<file path="config.mk">
export PLATFORM = sky130hd
export DESIGN_NAME = gpio_irq_detect
export DESIGN_NICKNAME = d
export VERILOG_FILES = /design/src/rtl/gpio_irq_pkg.sv /design/src/rtl/gpio_in_sync.sv /design/src/rtl/gpio_style_regs.sv /design/src/rtl/gpio_cond_detect.sv /design/src/rtl/gpio_status.sv /design/src/rtl/gpio_irq_detect.sv
export SDC_FILE = /design/constraint.sdc
export NUM_CORES = 1
export LEC_CHECK = 0
export BUFFER_PORTS_ARGS = -buffer_cell sky130_fd_sc_hd__buf_2
export CORE_MARGIN = 2
export CORE_UTILIZATION = 40
export CTS_CLUSTER_SIZE = 10
export DETAILED_ROUTE_END_ITERATION = 12
export GPL_TIMING_DRIVEN = 0
export PLACE_DENSITY_LB_ADDON = 0.3
export SETUP_SLACK_MARGIN = 0.05
export SLEW_MARGIN = 20
export SYNTH_ARGS = -nofsm -noshare
export SYNTH_HDL_FRONTEND = slang
export SYNTH_SLANG_ARGS = --single-unit
</file>
<file path="constraint.sdc">
create_clock -name clk -period 2.05 [get_ports clk]
set_clock_uncertainty 0.1 [all_clocks]
set_input_delay 0.1025 -clock clk [delete_from_list [all_inputs] [get_ports clk]]
set_output_delay 0.1025 -clock clk [all_outputs]
set_load 0.02 [all_outputs]
</file>
<file path="src/rtl/gpio_irq_pkg.sv">
// Package: shared style codes and field geometry for the GPIO interrupt detector.
// Assumes every style field is STYLE_W bits wide; codes above STY_BOTH disable detection.
package gpio_irq_pkg;
    localparam int STYLE_W = 3;

    typedef enum logic [STYLE_W-1:0] {
        STY_HIGH = 3'd0,
        STY_LOW  = 3'd1,
        STY_RISE = 3'd2,
        STY_FALL = 3'd3,
        STY_BOTH = 3'd4
    } style_e;
endpackage

</file>
<file path="src/rtl/gpio_in_sync.sv">
// Module: two-flop synchroniser per pin plus a one-cycle delayed copy for edge finding.
// Assumes pins are asynchronous to clk; outputs are registered and reset to zero.
module gpio_in_sync #(
    parameter int NUM_PINS = 16
) (
    input  logic                clk,
    input  logic                rst_n,
    input  logic [NUM_PINS-1:0] pins_i,
    output logic [NUM_PINS-1:0] sync_o,
    output logic [NUM_PINS-1:0] prev_o
);
    logic [NUM_PINS-1:0] meta_q;

    // Shift each pin through two flops, then keep the previous synchronised value.
    always_ff @(posedge clk) begin
        if (!rst_n) begin
            meta_q <= '0;
            sync_o <= '0;
            prev_o <= '0;
        end else begin
            meta_q <= pins_i;
            sync_o <= meta_q;
            prev_o <= sync_o;
        end
    end


    prev_track_chk: assert property (@(posedge clk) disable iff (!rst_n)
        1'b1 |=> (prev_o == $past(sync_o)));
endmodule

</file>
<file path="src/rtl/gpio_style_regs.sv">
// Module: per-pin style storage, written one word at a time, PINS_PER_REG fields per word.
// Assumes word address r (0..NUM_REGS-1) selects pins r*PINS_PER_REG and up.
module gpio_style_regs
    import gpio_irq_pkg::*;
#(
    parameter int NUM_PINS     = 16,
    parameter int PINS_PER_REG = 8,
    parameter int ADDR_W       = 4,
    localparam int NUM_REGS    = NUM_PINS / PINS_PER_REG,
    localparam int FIELD_BITS  = PINS_PER_REG * STYLE_W
) (
    input  logic                               clk,
    input  logic                               rst_n,
    input  logic                               wr_i,
    input  logic [ADDR_W-1:0]                  addr_i,
    input  logic [FIELD_BITS-1:0]              wdata_i,
    output logic [NUM_PINS-1:0][STYLE_W-1:0]   style_o
);
    // Load the fields of the addressed word; reset gives style 0 everywhere.
    always_ff @(posedge clk) begin
        if (!rst_n) begin
            style_o <= '0;
        end else if (wr_i) begin
            for (int r = 0; r < NUM_REGS; r++) begin
                if (addr_i == ADDR_W'(r)) begin
                    for (int k = 0; k < PINS_PER_REG; k++) begin
                        style_o[r*PINS_PER_REG + k] <= wdata_i[k*STYLE_W +: STYLE_W];
                    end
                end
            end
        end
    end


    style_hold_chk: assert property (@(posedge clk) disable iff (!rst_n)
        !wr_i |=> $stable(style_o));
endmodule

</file>
<file path="src/rtl/gpio_cond_detect.sv">
// Module: decodes each pin's style and flags the condition on the synchronised input.
// Assumes sync_i/prev_i are the current and one-cycle-old synchronised pin values.
module gpio_cond_detect
    import gpio_irq_pkg::*;
#(
    parameter int NUM_PINS = 16
) (
    input  logic                             clk,
    input  logic                             rst_n,
    input  logic [NUM_PINS-1:0][STYLE_W-1:0] style_i,
    input  logic [NUM_PINS-1:0]              sync_i,
    input  logic [NUM_PINS-1:0]              prev_i,
    output logic [NUM_PINS-1:0]              cond_o
);
    for (genvar n = 0; n < NUM_PINS; n++) begin : g_pin
        // Select the condition for this pin from its style code.
        always_comb begin
            case (style_i[n])
                STY_HIGH: cond_o[n] = sync_i[n];
                STY_LOW:  cond_o[n] = !sync_i[n];
                STY_RISE: cond_o[n] = sync_i[n] && !prev_i[n];
                STY_FALL: cond_o[n] = !sync_i[n] && prev_i[n];
                STY_BOTH: cond_o[n] = sync_i[n] != prev_i[n];
                default:  cond_o[n] = 1'b0;
            endcase
        end


        disabled_style_chk: assert property (@(posedge clk) disable iff (!rst_n)
            (style_i[n] > STY_BOTH) |-> !cond_o[n]);


        rise_needs_edge_chk: assert property (@(posedge clk) disable iff (!rst_n)
            (style_i[n] == STY_RISE && cond_o[n]) |-> (sync_i[n] && !prev_i[n]));
    end
endmodule

</file>
<file path="src/rtl/gpio_status.sv">
// Module: sticky per-pin status; a present condition sets, a write-one mask clears.
// Assumes set wins over clear in the same cycle, so held level conditions survive a clear.
module gpio_status #(
    parameter int NUM_PINS = 16
) (
    input  logic                clk,
    input  logic                rst_n,
    input  logic [NUM_PINS-1:0] cond_i,
    input  logic [NUM_PINS-1:0] clr_i,
    output logic [NUM_PINS-1:0] status_o
);
    // Keep uncleared bits, then OR in any condition present this cycle.
    always_ff @(posedge clk) begin
        if (!rst_n) status_o <= '0;
        else        status_o <= (status_o & ~clr_i) | cond_i;
    end


    cond_sets_chk: assert property (@(posedge clk) disable iff (!rst_n)
        1'b1 |=> ((status_o & $past(cond_i)) == $past(cond_i)));


    w1c_clear_chk: assert property (@(posedge clk) disable iff (!rst_n)
        1'b1 |=> ((status_o & $past(clr_i & ~cond_i)) == '0));


    sticky_hold_chk: assert property (@(posedge clk) disable iff (!rst_n)
        1'b1 |=> ((status_o & $past(status_o & ~clr_i)) == $past(status_o & ~clr_i)));


    set_has_cause_chk: assert property (@(posedge clk) disable iff (!rst_n)
        1'b1 |=> ((status_o & ~$past(status_o) & ~$past(cond_i)) == '0));
endmodule

</file>
<file path="src/rtl/gpio_irq_detect.sv">
// Module: top of the GPIO interrupt style detector; register bus, read mux and wiring.
// Assumes word addresses 0..NUM_REGS-1 are style words and NUM_REGS is the status word.
module gpio_irq_detect
    import gpio_irq_pkg::*;
#(
    parameter int NUM_PINS     = 16,
    parameter int PINS_PER_REG = 8,
    parameter int ADDR_W       = 4,
    parameter int DATA_W       = 32,
    localparam int NUM_REGS    = NUM_PINS / PINS_PER_REG,
    localparam int FIELD_BITS  = PINS_PER_REG * STYLE_W
) (
    input  logic                clk,
    input  logic                rst_n,
    input  logic [ADDR_W-1:0]   bus_addr_i,
    input  logic                bus_wr_i,
    input  logic [DATA_W-1:0]   bus_wdata_i,
    output logic [DATA_W-1:0]   bus_rdata_o,
    input  logic [NUM_PINS-1:0] pins_i,
    output logic [NUM_PINS-1:0] irq_o
);
    localparam logic [ADDR_W-1:0] STAT_ADDR = ADDR_W'(NUM_REGS);

    logic [NUM_PINS-1:0][STYLE_W-1:0] style;
    logic [NUM_PINS-1:0]              sync_v, prev_v, cond_v, status_v, clr_v;
    logic                             unused_wdata_hi;

    assign unused_wdata_hi = ^bus_wdata_i[DATA_W-1:FIELD_BITS];

    // Form the write-one clear mask for the status word.
    assign clr_v = (bus_wr_i && bus_addr_i == STAT_ADDR) ? bus_wdata_i[NUM_PINS-1:0] : '0;

    gpio_in_sync #(.NUM_PINS(NUM_PINS)) sync_i (
        .clk(clk), .rst_n(rst_n), .pins_i(pins_i), .sync_o(sync_v), .prev_o(prev_v)
    );

    gpio_style_regs #(.NUM_PINS(NUM_PINS), .PINS_PER_REG(PINS_PER_REG), .ADDR_W(ADDR_W)) regs_i (
        .clk(clk), .rst_n(rst_n), .wr_i(bus_wr_i), .addr_i(bus_addr_i),
        .wdata_i(bus_wdata_i[FIELD_BITS-1:0]), .style_o(style)
    );

    gpio_cond_detect #(.NUM_PINS(NUM_PINS)) det_i (
        .clk(clk), .rst_n(rst_n), .style_i(style), .sync_i(sync_v), .prev_i(prev_v), .cond_o(cond_v)
    );

    gpio_status #(.NUM_PINS(NUM_PINS)) stat_i (
        .clk(clk), .rst_n(rst_n), .cond_i(cond_v), .clr_i(clr_v), .status_o(status_v)
    );

    assign irq_o = status_v;

    // Return the addressed word: packed style fields or zero-extended status.
    always_comb begin
        bus_rdata_o = '0;
        for (int r = 0; r < NUM_REGS; r++) begin
            if (bus_addr_i == ADDR_W'(r)) begin
                for (int k = 0; k < PINS_PER_REG; k++) begin
                    bus_rdata_o[k*STYLE_W +: STYLE_W] = style[r*PINS_PER_REG + k];
                end
            end
        end
        if (bus_addr_i == STAT_ADDR) bus_rdata_o[NUM_PINS-1:0] = status_v;
    end


    irq_mirror_chk: assert property (@(posedge clk) disable iff (!rst_n)
        (bus_addr_i == STAT_ADDR) |-> (bus_rdata_o[NUM_PINS-1:0] == irq_o));
endmodule

</file>
Word-level counts from Yosys, hierarchy flattened:

Index checks and enable logic that the tools add are counted.

* register bits after elaboration: 112
* bits of input ports: 55
* output and inout port bits: 48
* logic and storage cells: 209

* equality and inequality tests: 82
* mux-type cells: 20
* bitwise operators: 3
* reduce and logical (&&, ||, !) cells: 84

Operator list (number)
* == test 3 x 2 -> 1 bit (second input constant): 32
* one-hot mux 1 bit (5 select lines): 16
* == test 3 x 1 -> 1 bit (second input constant): 16
* == test 3 bit (second input constant): 16
* logical NOT 3 bit: 16
* two-way mux 24 bit: 2
* logical AND 1 bit: 33
* logical NOT 1 bit: 32
* two-way mux 16 bit: 2
* bitwise AND 16 bit: 1
* inequality test 1 bit: 16
* inverter 16 bit: 1
* bitwise OR 16 bit: 1
* == test 4 x 1 -> 1 bit (second input constant): 1
* == test 4 x 2 -> 1 bit (second input constant): 1
* logical NOT 4 bit: 1
* AND reduction 2 bit: 2

Logic depth before layout (Yosys ltp):

Gate-level depths: netlist (run 1).

* depth in word-level cells: 6
* depth in mapped cells: 6
* mapped depth without buffers: 5

Hierarchy:

Synthesis (run 1) repeated with hierarchy kept, for this count alone.

* cells, all modules: 588
* area, all modules: 5671.7 µm²

By module, submodules not included
* gpio_style_regs: times used 1, cells an instance 184, area an instance 1856.8 µm², sequential area each 960.9 µm²
* gpio_in_sync: times used 1, cells an instance 101, area an instance 1331.3 µm², sequential area each 960.9 µm²
* gpio_cond_detect: times used 1, cells an instance 160, area an instance 1253.7 µm², sequential area each 0.0 µm²
* gpio_irq_detect: times used 1, cells an instance 93, area an instance 658.1 µm², sequential area each 0.0 µm²
* gpio_status: times used 1, cells an instance 50, area an instance 571.8 µm², sequential area each 320.3 µm²

Worst setup path before layout (run 1):

No wires, ideal clock.

* path type: input port to flip-flop
* start: input bus_addr_i[3]
* end: register regs_i.style_o[31] in the netlist's numbering
* library setup time: 0.116 ns
* arrival: 1.288 ns
* data required time: 1.834 ns
* setup slack: 0.546 ns
* cell stages on the path: 6
* path buffers: 2
* cell sequence: or3b_1 -> or3b_1 -> buf_2 -> buf_6 -> nand2_1 -> a21boi_1

* longest elaborated chain between the ends: 2

Ends and longest elaborated chain
* start: declaration: RTL line gpio_irq_detect.sv:15 `input logic [ADDR_W-1:0] bus_addr_i,`
* == test 4 x 1 -> 1 bit: RTL line gpio_style_regs.sv:25 `if (addr_i == ADDR_W'(r)) begin`
* AND reduction 2 bit (no line)
* end signal: indexed assignment: RTL line gpio_style_regs.sv:27 `style_o[r*PINS_PER_REG + k] <= wdata_i[k*STYLE_W +: STYLE_W];`
* end: declaration: RTL line gpio_style_regs.sv:17 `output logic [NUM_PINS-1:0][STYLE_W-1:0] style_o`

Every way passes these cells.
A chain may end at the register's enable or synchronous reset.

Worst setup path after layout (run 1):

* start: input bus_addr_i[2]
* end: output bus_rdata_o[7]

* longest elaborated chain between the ends: 4
* elaborated cells on any way between the ends: 6
* classes of those cells: 2 x eq/ne; 3 x mux; 1 x reduce/logical

Ends and longest elaborated chain
* logical NOT 4 bit: RTL line gpio_irq_detect.sv:56 `if (bus_addr_i == ADDR_W'(r)) begin`
* two-way mux 24 bit (2 in a row): RTL line gpio_irq_detect.sv:56
* two-way mux 16 bit *: RTL line gpio_irq_detect.sv:62 `if (bus_addr_i == STAT_ADDR) bus_rdata_o[NUM_PINS-1:0] = status_v;`
* end: declaration: RTL line gpio_irq_detect.sv:18 `output logic [DATA_W-1:0] bus_rdata_o,`

Mark *: on every way between the ends. The rest lies on a longest branch, timed or not.

==> impl_results.md, run 1 <==
* Run status: finished, final reports clean
* Max Fclk at 524 MHz
* Synth Area in XOR/XNOR at 0%
* Synth Area in Adders at ~7.6%
* Routability cong. at 0.903
* Power density over the cells at 667 nW/um2
* Switch share at about 24%
* Logic pwr share at about a tenth
* Worst-path clk slew at ~0.07 ns
* Post-Route WL at between 15000 and 20000 um
* Worst setup EP type: primary output
* Area contributors post-synth: dfxtp_1 43%, nand2_1 9.1%, ha_1 7.6%
* Mapped Cells at ~600
* Mapped cell area at approximately 5300 um2
* Synth cell count leaders: 128 x nand2_1, 112 x dfxtp_1, 49 x and2_1
* Via/cell ratio at 5.26
* Primary FF master, synth: dfxtp_1
* Warnings from Yosys at 0
* Post-CTS Setup Repair Bufs at 0
* Final setup viols at 0
* Share of layout cells above drive strength 1 at between 10% and 20%
* Leak Pwr at ~2.7 nW
* Critical Path AT at ~1.7 ns
* Final Hold Fails at 0
* First-pass GRT wire length at about 24000 um
* Slew Viols, Final at 0
* Initial drt markers at around 330
* Die H at roughly 120 um
* Die W at between 100 and 150 um
* Vias at about 4800
* Syn Area/Cell at 8.80 um2
* Nets at between 800 and 900
* CTS tree: yes
* Worst-margin pin slew at just under 0.8 ns
* Row count at roughly 40
* Post-synth EDFFs at 0
* Pre-antenna DRT Iters at 5
* Fraction of synthesized area in multiplexers at less than 1%
* Antenna violation net count after detailed routing at 0
* Post-synth cell types at 29
* Post-synthesis sequential area ratio at between 40 and 50%
* Largest family of logic cells by synthesized area: simple AND/OR/NAND/NOR gates
* Top-area cell type share of the netlist area at ~43%
* Worst IR Drop VDD at ~0.42 mV
* Clock Power Share at a little under two fifths
* Critical path class: input port to primary output
* Fin cells at 917
* Ant diodes at 0
* Simple-gate portion of the synthesized area at between 20% and 30%
* Post-synth top area cell: dfxtp_1
* Area grow syn2layout at 25.8%
* CTS Buf Count at 9
* Starting Density at between 40% and 50%
* Headroom to the max-slew limit at between 40% and 50%
* Max Root-Sink Buffers at 2
* Max cap viols at 0
* Die area at about 14000 um2
* Final Cell Area at about 6600 um2
* H-tree depth at 3
* Residual DRC at 0
* I/O pins at ~100
* Initial antenna violation count at 0
* FF+latch count, synth at between 100 and 150
* Clock latency on the worst-skew pair at roughly 0.35 ns
* Dpl hpwl at between 10000 and 15000 um
* Compound-cell area share of the yosys netlist at between 20% and 30%
* Power Internal at 3.36 mW
* Vias in the first global route at 4619
* Switching Power at roughly 1.1 mW
* RSZ-0062 raised after global routing: false
* Sequential share of power at a little over half
* Routed WL per cell at 16.7 um
* Largest net degree at the start of global routing at 16
* Total congestion overflow at 0
* I/O Buffers at 85
* Fin util at 52.1%
* Final Critical Period at approximately 1.9 ns
* Count of clock tree sinks at around 110
* Placed Cells at roughly 860
* Req. time, crit path at around 1.9 ns
* Most common cell in the netlist: nand2_1
* Hold Path Class: input port to flip-flop
* Root Buffer: clkbuf_16
* GRT Util Overall at 21.9%
* Core area at between 10000 and 15000 um2
* Final worst-path cycle share at around 93%
* Startpoint Class: input port
* Post-synth ARST share at 0%
* Placed Area at 5940 um2
* CP Max Fanout at 10
## cells by family after synthesis
kind of cell | count (synthesis)
simple gates | 232
compound gates | 150
flops | 112
buf+inv | 70
fa+ha+maj | 32
mux | 2
other cells | 1
## path summary, 6_finish.rpt
kind | to | start | cells after the start | slack [ns]
worst max-delay path | bus_rdata_o[7] | bus_addr_i[2] | 6 | 0.14
worst min register to register | sync_i.sync_o[14] | sync_i.meta_q[14] | 1 | 0.33
worst min-delay path | regs_i.style_o[1] | rst_n | 2 | 0.03
worst max register to register | stat_i.status_o[13] | sync_i.prev_o[13] | 5 | 0.61
## power by group through the flow
stage	combinational [mW]	clock (mW)	sequential (mW)
2_1_floorplan	0.216	0	2.36
3_3_place_gp	0.389	0	2.35
3_5_place_dp	0.403	0	2.35
4_1_cts	0.468	1.69	2.30
5_1_grt	0.509	1.76	2.31
6_report	0.468	1.65	2.30
## cell usage in the layout (no fill, tap or decap)
cell,n
or3_1,1
nor4_4,1
and3_1,1
nor3_1,1
nor2b_1,16
nor3b_2,1
buf_4,8
buf_6,2
dfxtp_1,112
a22o_1,8
conb_1,8
or3b_1,2
clkbuf_8,2
a21boi_0,32
a22oi_1,16
buf_2,93
a211oi_1,32
clkbuf_2,4
nor4b_1,16
mux2i_1,2
o31a_1,16
a21oi_1,14
nor3_2,1
clkbuf_16,9
nand2_1,128
clkbuf_1,18
nor2_1,14
dlygate4sd3_1,40
inv_1,32
a21boi_1,32
nor4b_4,1
and2_1,49
ha_1,32
clkbuf_4,1
## layout make-up
type	instances	area, um2
sequential	112	2240
clock buffer	15	268
multi-input combinational	424	2750
buffer	37	203
timing repair buffer	125	826
fill	1256	6090
tap	172	215
inverter	32	120
## registers in the layout (all words and copies together), names as in the netlist
signal           count
regs_i.style_o      48
sync_i.prev_o       16
sync_i.meta_q       16
stat_i.status_o     16
sync_i.sync_o       16
## timing repair
action,4_1_cts,5_1_grt
hold buffers,40,0
pin swaps,0,1
endpoints found under the setup margin,20,10
resized for setup,7,2
endpoints found under the hold margin,64,0
## stage by stage
step / power (mW) / hold slack (ns) / TNS (ns) / setup WS, ns
6_report: 4.42 / 0.0342 / 0 / 0.140
4_1_cts: 4.46 / 0.0245 / 0 / 0.115
5_1_grt: 4.58 / 0.0489 / 0 / 0.0818
2_1_floorplan: 2.58 / 0.130 / 0 / 0.546
3_5_place_dp: 2.76 / 0.211 / -5.59 / -0.372
3_3_place_gp: 2.74 / 0.209 / -5.90 / -0.376
## per-layer routing
| layer | track usage (%) | up-vias | share of wire (%) |
|---|---|---|---|
| met2 | 37.9 | 190 | 48 |
| met5 | 0 | - | 0 |
| met3 | 3.72 | 48 | 6.2 |
| met1 | 25.8 | 2270 | 42 |
| met4 | 11.5 | 0 | 4.0 |
| li1 | - | 2311 | - |
## critical path, stage by stage
cell and delay (ns):
buf_2 0.14, nor4_4 0.60, clkbuf_2 0.42, a22oi_1 0.15, nand2_1 0.11, buf_2 0.17
Note: power is estimated with default switching activity, not from simulation.
==> inputs of run 2 (changes only) <==
--- a/config.mk
+++ b/config.mk
@@ -16,4 +16,5 @@
 export SLEW_MARGIN = 20
 export SYNTH_ARGS = -nofsm -noshare
 export SYNTH_HDL_FRONTEND = slang
+export SYNTH_HIERARCHICAL = 1
 export SYNTH_SLANG_ARGS = --single-unit
==> run 2 against run 1 <==
The flow now finishes with violations (negative hold slack). Synthesized area increased by 7.6%. Wire length decreased by 1.3%. Maximum frequency decreased by 0.29%. Largest cell class unchanged. Largest power group unchanged.
==> impl_results.md, run 2 <==
* Failing checks: negative hold slack
* Die H at around 120 um
* H-tree depth at 3
* RSZ-0062 raised after global routing: false
* CTS Buf Count at 9
* Largest net degree at the start of global routing at 19
* Max Root-Sink Buffers at 2
* Initial drt markers at 268
* Top-area cell type share of the netlist area at approximately 40%
* Post-synth ARST share at 0%
* End point of the worst hold path: sync_i/meta_q[8]
* Max cap viols at 0
* Pre-antenna DRT Iters at 5
* Run status: finished, violations left
* Final setup viols at 0
* Slew Viols, Final at 0
* Leak Pwr at 3.16 nW
* I/O Buffers at 85
* Post-synthesis sequential area ratio at approximately two fifths
* Most frequent cells in the layout: 112 x dfxtp_1, 89 x nand2_1, 87 x buf_2
* Cell mode on critical path: buf_2
* Final Hold Slack at -0.0175 ns
* Share of layout cells above drive strength 1 at ~22%
* Most common cell in the netlist: dfxtp_1
* GRT Util Overall at between 20% and 30%
* Critical Path AT at roughly 1.7 ns
* Area grow syn2layout at 26.6%
* Synth cell count leaders: 112 x dfxtp_1, 89 x nand2_1, 64 x mux2i_1, 43 x and2_1, 34 x inv_1
* Largest delay share family, worst path: simple AND/OR/NAND/NOR gates
* FF+latch count, synth at 112
* Final Hold Fails at 8
* Antenna violation net count after detailed routing at 0
* Syn Area/Cell at around 9.6 um2
* Starting Density at approximately two fifths
* Worst IR Drop VDD at about 0.38 mV
* R2R Path End: stat_i/status_o[5]
* Dpl hpwl at about 11000 um
* Largest Register: regs_i/style_o
* Vias in the first global route at 4600
* Headroom to the max-slew limit at a little under three fifths
* Fill count at 1295
* Final worst-path cycle share at between 90% and 100%
* Req. time, crit path at between 1.5 and 2 ns
* Mapped cell area at ~5700 um2
* Ant diodes at 0
* Primary FF master, synth: dfxtp_1
* Startpoint Class: input port
* CTS tree: yes
* Fin util at around half
* Die W at ~120 um
* Hold Path Origin: rst_n
* Via/cell ratio at around 5.0
* Root Buffer: clkbuf_16
* Mapped Cells at just under 600
* Reg2reg start: sync_i/sync_o[5]
* Worst setup EP type: primary output
* I/O pins at about 100
* Crit. Startpoint: bus_addr_i[3]
* Critical path's slowest cell: nor3_4
* Post-synth EDFFs at 0
* Total congestion overflow at 0
* Critical path class: input port to primary output
* R2R cell count at 6
* Count of clock tree sinks at approximately 110
* Vias at 4625
* First-pass GRT wire length at about 24000 um
* Power density over the cells at a little under 700 nW/um2
* Clock latency on the worst-skew pair at 0.35 ns
* Reg2Reg Setup Slack at around 0.33 ns
* Worst Hold Depth at 2
* Initial antenna violation count at 1
* Routed WL per cell at roughly 16 um
* Die area at 15100 um2
* Core area at 13900 um2
* Area contributors post-synth: dfxtp_1 40%, mux2i_1 11%, ha_1 7.1%
* Post-synth cell types at 34
* Crit-path cells: buf_2 > nor3_4 > nand2_1 > buf_2 > a2bb2oi_1 > buf_2
* Final Critical Period at between 1.5 and 2 ns
* Routability cong. at just over 0.8
* Post-Route WL at 15100 um
* Nets at 827
* Worst-path clk slew at 0.07 ns
* CP Max Fanout at 10
* Max FFs per register at 48
* Row count at between 40 and 50
* Residual DRC at 0
* Commonest non-fill, non-tap cell in the layout: dfxtp_1
* Hold Path Class: input port to flip-flop
* Worst-margin pin slew at around 0.66 ns
* Warnings from Yosys at 6
* CP peak stage delay at 0.43 ns
* Setup tns final at 0 ns
* Buffers & Inverters on Critical Path at 3
* Max Fclk at approximately 520 MHz
* Post-synth top area cell: dfxtp_1
-- run 2: changes by cell type in the layout (fill, tap and decap cells not counted), moves of 18 or more --
cell and change:
mux2i_1 +62, a21boi_1 -32, nand2_1 -39, a211oi_1 -32, a21boi_0 -32, o21ai_0 +18, and2_2 +21
-- run 2: timing repair --
action | CTS | global route
hold buffers | 47 | 0
endpoints found under the hold margin | 74 | 0
resized for setup | 0 | 2
setup endpoints to repair | 0 | 1
buffers inserted | 0 | 2
-- run 2: report_power, final --
group | switching (mW) | internal [mW]
Sequential | 0.0592 | 2.25
Clock | 0.823 | 1.20
Combinational | 0.281 | 0.275
-- run 2: cell families (layout without fill, tap and decap cells) --
| kind of cell | count (synthesis) | after routing | share of synthesized area (%) |
|---|---|---|---|
| other cells | 1 | 8 | 0.0661 |
| fa+ha+maj | 32 | 32 | 7.06 |
| simple gates | 232 | 232 | 24.1 |
| compound gates | 62 | 62 | 8.34 |
| xor+xnor | 16 | 16 | 2.47 |
| mux | 64 | 64 | 11.3 |
| buf+inv | 69 | 219 | 7.13 |
| flops | 112 | 112 | 39.5 |
-- run 2: per-layer routing --
layer / vias up / share of wire (%) / GRT usage [%]
li1: 2268 / - / -
met1: 2202 / 45 / 26.7
met2: 136 / 47 / 35.0
met3: 19 / 5.3 / 2.72
met4: 0 / 2.3 / 8.38
met5: - / 0 / 0
-- run 2: layout make-up --
cell class	instances	area [um2]	area share (%)
Buffer	35	278	3.87
Clock buffer	9	225	3.14
Clock inverter	7	118	1.64
Inverter	34	128	1.78
Multi-Input combinational cell	414	3050	42.5
Sequential cell	112	2240	31.2
Tap cell	180	225	3.14
Timing Repair Buffer	134	911	12.7
-- run 2: worst max path at each step --
stage / to / slack [ns] / depth (start not counted)
2_1_floorplan: stat_i/status_o[6] / 0.56 / 6
3_3_place_gp: bus_rdata_o[12] / 0.12 / 6
3_5_place_dp: bus_rdata_o[14] / 0.1 / 7
4_1_cts: bus_rdata_o[14] / 0.09 / 7
5_1_grt: bus_rdata_o[13] / 0.06 / 6
6_report: bus_rdata_o[13] / 0.13 / 6
-- run 2: through the flow --
| step | setup slack [ns] | power [mW] | std cells | area [um2] |
|---|---|---|---|---|
| after floorplan | 0.555 | 2.65 | 595 | 5700 |
| after global placement | 0.122 | 2.82 | 860 | 6350 |
| after detailed placement | 0.0987 | 2.84 | 860 | 6350 |
| after CTS | 0.0903 | 4.91 | 923 | 7160 |
| after global routing | 0.0554 | 5.05 | 925 | 7180 |
| final | 0.135 | 4.88 | 925 | 7180 |
